`src/rtl/irq_prio_unit.sv`:
```
module irq_prio_unit #(
  parameter int VEC_W  = 8,
  parameter int NOUT   = 8,
  parameter int DATA_W = 32,
  parameter int ADDR_W = 4
) (
  input  logic                clk,
  input  logic                rst_n,
  input  logic [15:0]         src_req,
  input  logic [7*VEC_W-1:0]  lvl_vec,
  input  logic [6:0]          lvl_err,
  input  logic                wr_en,
  input  logic [ADDR_W-1:0]   wr_addr,
  input  logic [DATA_W-1:0]   wr_data,
  input  logic [ADDR_W-1:0]   rd_addr,
  output logic [DATA_W-1:0]   rd_data,
  output logic [NOUT-1:0]     irq_out,
  output logic [2:0]          top_level
);
  localparam int NSRC  = 16;
  localparam int NLVL  = 7;
  localparam int FPM   = 8;
  localparam int FLD_W = 4;
  localparam int SEL_W = $clog2(NOUT);
  localparam int VBASE = 4;

  logic [NSRC-1:0]  status_q, en_q;
  logic [SEL_W-1:0] sel_q [NSRC];
  logic [VEC_W-1:0] vec_q [NLVL];
  logic [NLVL-1:0]  err_q;

  wire wr_st   = wr_en && (wr_addr == ADDR_W'(0));
  wire wr_en_r = wr_en && (wr_addr == ADDR_W'(1));
  wire wr_m0   = wr_en && (wr_addr == ADDR_W'(2));
  wire wr_m1   = wr_en && (wr_addr == ADDR_W'(3));

  wire [NSRC-1:0] clr_bits = wr_st ? wr_data[NSRC-1:0] : '0;
  wire [NSRC-1:0] set_bits = src_req & en_q;
  wire [NSRC-1:0] kept     = status_q & ~clr_bits;
  wire [NSRC-1:0] load     = set_bits & ~kept;
  wire [NSRC-1:0] pending  = status_q & en_q;

  always_ff @(posedge clk or negedge rst_n) begin
    if (!rst_n) begin
      status_q <= '0;
      en_q     <= '0;
    end else begin
      status_q <= kept | set_bits;
      if (wr_en_r) en_q <= wr_data[NSRC-1:0];
    end
  end

  for (genvar i = 0; i < FPM; i++) begin : g_map
    always_ff @(posedge clk or negedge rst_n) begin
      if (!rst_n) begin
        sel_q[i]     <= '0;
        sel_q[FPM+i] <= '0;
      end else begin
        if (wr_m0) sel_q[i]     <= wr_data[FLD_W*i +: SEL_W];
        if (wr_m1) sel_q[FPM+i] <= wr_data[FLD_W*i +: SEL_W];
      end
    end
  end

  for (genvar l = 0; l < NLVL; l++) begin : g_vec
    always_ff @(posedge clk or negedge rst_n) begin
      if (!rst_n) begin
        vec_q[l] <= '0;
        err_q[l] <= 1'b0;
      end else if (load[l+1]) begin
        vec_q[l] <= lvl_vec[VEC_W*l +: VEC_W];
        err_q[l] <= lvl_err[l];
      end
    end
  end

  always_comb begin
    irq_out = '0;
    for (int i = 0; i < NSRC; i++)
      if (pending[i]) irq_out[sel_q[i]] = 1'b1;
  end

  always_comb begin
    top_level = '0;
    for (int l = 1; l <= NLVL; l++)
      if (pending[l]) top_level = 3'(l);
  end

  always_comb begin
    rd_data = '0;
    case (rd_addr)
      ADDR_W'(0): rd_data[NSRC-1:0] = status_q;
      ADDR_W'(1): rd_data[NSRC-1:0] = en_q;
      ADDR_W'(2): for (int i = 0; i < FPM; i++) rd_data[FLD_W*i +: SEL_W] = sel_q[i];
      ADDR_W'(3): for (int i = 0; i < FPM; i++) rd_data[FLD_W*i +: SEL_W] = sel_q[FPM+i];
      default: begin
        for (int l = 0; l < NLVL; l++)
          if (rd_addr == ADDR_W'(VBASE + l)) begin
            rd_data[VEC_W-1:0] = vec_q[l];
            rd_data[VEC_W]     = err_q[l];
          end
      end
    endcase
  end

  p_gate_set_r1: assert property (@(posedge clk) disable iff (!rst_n)
    1'b1 |=> ((status_q & ~$past(status_q) & ~$past(en_q)) == '0));

  p_out_has_source_r2: assert property (@(posedge clk) disable iff (!rst_n)
    (irq_out != '0) |-> ((status_q & en_q) != '0));

  p_mask_keeps_r2: assert property (@(posedge clk) disable iff (!rst_n)
    (!wr_st) |=> ((status_q & $past(status_q)) == $past(status_q)));

  p_w1c_r4: assert property (@(posedge clk) disable iff (!rst_n)
    wr_st |=> ((status_q & $past(wr_data[NSRC-1:0] & ~(src_req & en_q))) == '0));

  p_top_valid_r6: assert property (@(posedge clk) disable iff (!rst_n)
    (top_level != 3'd0) |-> (status_q[top_level] && en_q[top_level]));

  p_vec_hold_r5: assert property (@(posedge clk) disable iff (!rst_n)
    (status_q[7] && !(wr_st && wr_data[7])) |=> $stable(vec_q[6]));
endmodule

```
`config.mk`:
```
export PLATFORM = sky130hd
export DESIGN_NAME = irq_prio_unit
export DESIGN_NICKNAME = d
export VERILOG_FILES = /design/src/rtl/irq_prio_unit.sv
export SDC_FILE = /design/constraint.sdc
export NUM_CORES = 1
export LEC_CHECK = 0
export BUFFER_PORTS_ARGS = -buffer_cell sky130_fd_sc_hd__buf_2
export CORE_MARGIN = 2
export CORE_UTILIZATION = 35
export DETAILED_ROUTE_END_ITERATION = 6
export GPL_TIMING_DRIVEN = 0
export SLEW_MARGIN = 10
export SYNTH_ARGS = -nofsm -noshare
export SYNTH_HDL_FRONTEND = slang
export SYNTH_SLANG_ARGS = --single-unit
```
`constraint.sdc`:
```
create_clock -name clk -period 4.2 [get_ports clk]
set_clock_uncertainty 0.1 [all_clocks]
set_input_delay 0 -clock clk [delete_from_list [all_inputs] [get_ports clk]]
set_output_delay 0 -clock clk [all_outputs]
set_load 0.1 [all_outputs]
```
==> results.txt <==
H-tree Lvls: 4
Peak VDD IR: 0.3217 mV
Post-CTS Resized: 0
number of diodes: 0
total grt overflow: 0
total track usage: 24.01%
final max-slew violation count: 0
CTS Sinks: 143
Final Total Pwr: 6.232 mW
Clock transition at path regs: 70 ps
Crit Path Class: flop to primary output
CP Data Arrival Time: 2460 ps
vias in the first global route: 7329
status: completed
Synth Flop Type: dfrtp_1
drt first pass iters: 5
post-synth cell types: 43
Mapped Cells: 702
DRT Wirelength: 28.43 mm
Flop pwr share: 36.5%
fmax: 390.2 MHz
P_sw: 2.628 mW
Ys Warns: 0
DR top layer: met4
Worst Reg-to-Reg Cells: 5
Clk pwr share: 24.5%
area of the core: 22500 um^2
RSZ-0062 raised after global routing: no
setup violation total in the final timing report: 0
die area: 24010 um^2
initial antenna violation count: 0
Initial Util: 35.44%
share of post-route cells with drive strength above 1: 36.05%
wire length on met2: 13.53 mm
vias per cell: 5.520
First DRT Iteration DRCs: 416
Die H: 154.9 um
WP data required: 4100 ps
Power Internal: 3.603 mW
DIE WIDTH: 154.9 um
critical path capture point type: primary output
CP Capture Point: irq_out[2]
num rows: 55
Comb power frac: 39.1%
Routed WL per cell: 21.82 um
startpoint types: flop
root buffer cell: clkbuf_16
Syn Area/Cell: 11.36 um^2
power density cells: 566.8 nW/um^2
ys async rst share: 100.0%
Clk Latency, worst-skew pair: 430 ps
HPWL Detailed: 21.45 mm
pin count of the biggest net entering global routing: 75
Final Cycle Share: 61.01%
max-cap violations: 0
Worst Setup SP: sel_q[36]
number of synthesized flops with an enable pin: 0
CTS tree: done
Worst R2R Start: en_q[5]
final antenna-violating net count: 0
setup slack, reg-to-reg: 2380 ps
P&R area growth vs syn: 37.88%
CTS Buffer Depth: 2
register area share after synthesis: 44.88%
Post-Syn Area: 7974 um^2
R2R Path End: vec_q[18]
gpl congestion: 0.9993
hold violation total from the final report: 0
post-synthesis register bit count: 143
CTS buffer count: 17
nets: 1127
first-pass GRT wire length: 43.24 mm
Leakage: 4.742 nW
# DRC: 0
crit path time final: 2563 ps
Top Ports: 165
met1 WL: 12.97 mm
switch share: 42.18%
Worst-Margin Slew: 905.9 ps
CP Max Fanout: 4
Rel. slew slack: 39.60%
Hold Path Class: input pin to asynchronous set/reset pin
via count of the routed design: 7192
met3 WL: 1.358 mm
PortBufs: 156
setup TNS: 0 ps
-- registers in the layout, indices dropped and copies added (netlist names) --
register,cells
en_q,16
err_q,7
sel_q,48
status_q,16
vec_q,56
-- how the worst min path moves through the flow --
stage	to	depth (start not counted)
finish	vec_q[37]	2
global route	vec_q[37]	2
CTS	vec_q[37]	2
detailed placement	vec_q[37]	1
global placement	status_q[6]	3
floorplan	en_q[0]	0
-- cell families (layout without fill, tap and decap cells) --
logic type             Yosys count  in the layout  synth area share (%)
AOI/OAI and AO/OA              109            109                 9.446
buffers and inverters           40            353                 3.185
DFF                            143            143                 44.88
muxes                          166            166                 25.67
other                            1              4               0.04703
and+or+nand+nor                243            243                 16.77
-- layer usage --
| metal | global-route usage (%) | vias to the layer above |
|---|---|---|
| li1 | - | 3259 |
| met1 | 33.14 | 3667 |
| met2 | 39.39 | 228 |
| met3 | 3.259 | 38 |
| met4 | 7.496 | 0 |
| met5 | 0 | - |
-- layout by cell type (no fill, tap or decap), types with 20 or more instances in the layout --
master / count
nand3b_1: 21
o22ai_1: 45
dlygate4sd3_1: 124
nor2_1: 23
nor3_1: 32
mux2i_1: 20
nand2_1: 52
mux2_2: 128
buf_2: 160
nand2b_1: 40
nand3_1: 21
dfrtp_1: 143
-- critical path: stages, from the launching register on --
cell	delay (ps)
dfrtp_1	450
nand3b_1	320
o32ai_1	180
nor4_1	570
nand3_1	190
buf_2	330
-- power groups by stage --
stage	registers, mW	logic (mW)	clock network, mW
2_1_floorplan	2.12	1.81	0
6_report	2.27	2.43	1.53
3_5_place_dp	2.28	2.32	0
4_1_cts	2.26	2.42	1.56
5_1_grt	2.34	2.56	1.60
3_3_place_gp	2.26	2.31	0
-- Yosys cell counts, types with 2 or more instances --
library cell | n | area, um^2
o21ai_0 | 11 | 55.05
buf_4 | 6 | 45.04
nor4_1 | 15 | 93.84
dfrtp_1 | 143 | 3578
nor2_1 | 23 | 86.33
o32a_1 | 2 | 20.02
buf_2 | 5 | 25.02
nor2b_1 | 7 | 43.79
mux2i_1 | 20 | 200.2
a22o_1 | 11 | 96.34
nand4_1 | 3 | 18.77
clkbuf_1 | 13 | 48.80
mux2_2 | 128 | 1441
nor3_1 | 32 | 160.2
o22ai_1 | 45 | 281.5
nand3_1 | 21 | 105.1
o32ai_1 | 4 | 35.03
a22oi_1 | 9 | 67.56
and2_1 | 6 | 37.54
nand2_1 | 52 | 195.2
buf_1 | 3 | 11.26
mux4_2 | 18 | 405.4
nand2b_1 | 40 | 250.2
a21oi_1 | 10 | 50.05
nand3b_1 | 21 | 157.7
inv_1 | 2 | 7.510
o2111ai_1 | 2 | 17.52
nor4b_1 | 9 | 78.83
buf_6 | 10 | 112.6
and2b_1 | 7 | 52.55
o21ai_2 | 7 | 61.31
and4b_1 | 2 | 20.02
o22a_1 | 5 | 43.79
-- final cells by class --
class / instances / area (um^2)
well taps: 285 / 356.6
plain buffers: 37 / 242.7
clock buffers: 19 / 442.9
inverters: 3 / 11.26
multi-input cells: 522 / 4159
fillers: 2094 / 11510
flip-flops and latches: 143 / 3578
clock inverters: 13 / 143.9
repair buffers: 281 / 2059
-- per-stage QoR --
step	hold WS, ps	util, %	setup WS (ps)	instance area (um^2)	instances
after floorplan	-395.6	-	1340	7985	705
after global placement	115.0	40.54	874.7	9123	1146
after detailed placement	-106.8	40.71	1684	9160	1147
after CTS	20.76	48.83	1669	10990	1303
after global routing	71.13	48.86	1478	10990	1303
final	18.23	48.86	1637	10990	1303
-- repair_timing --
| item | in CTS | in global routing |
|---|---|---|
| buffers inserted | 0 | 0 |
| hold buffers | 124 | 0 |
| endpoints found under the setup margin | 0 | 0 |
| hold endpoints to repair | 286 | 0 |
(Power assumes the default switching activity.)
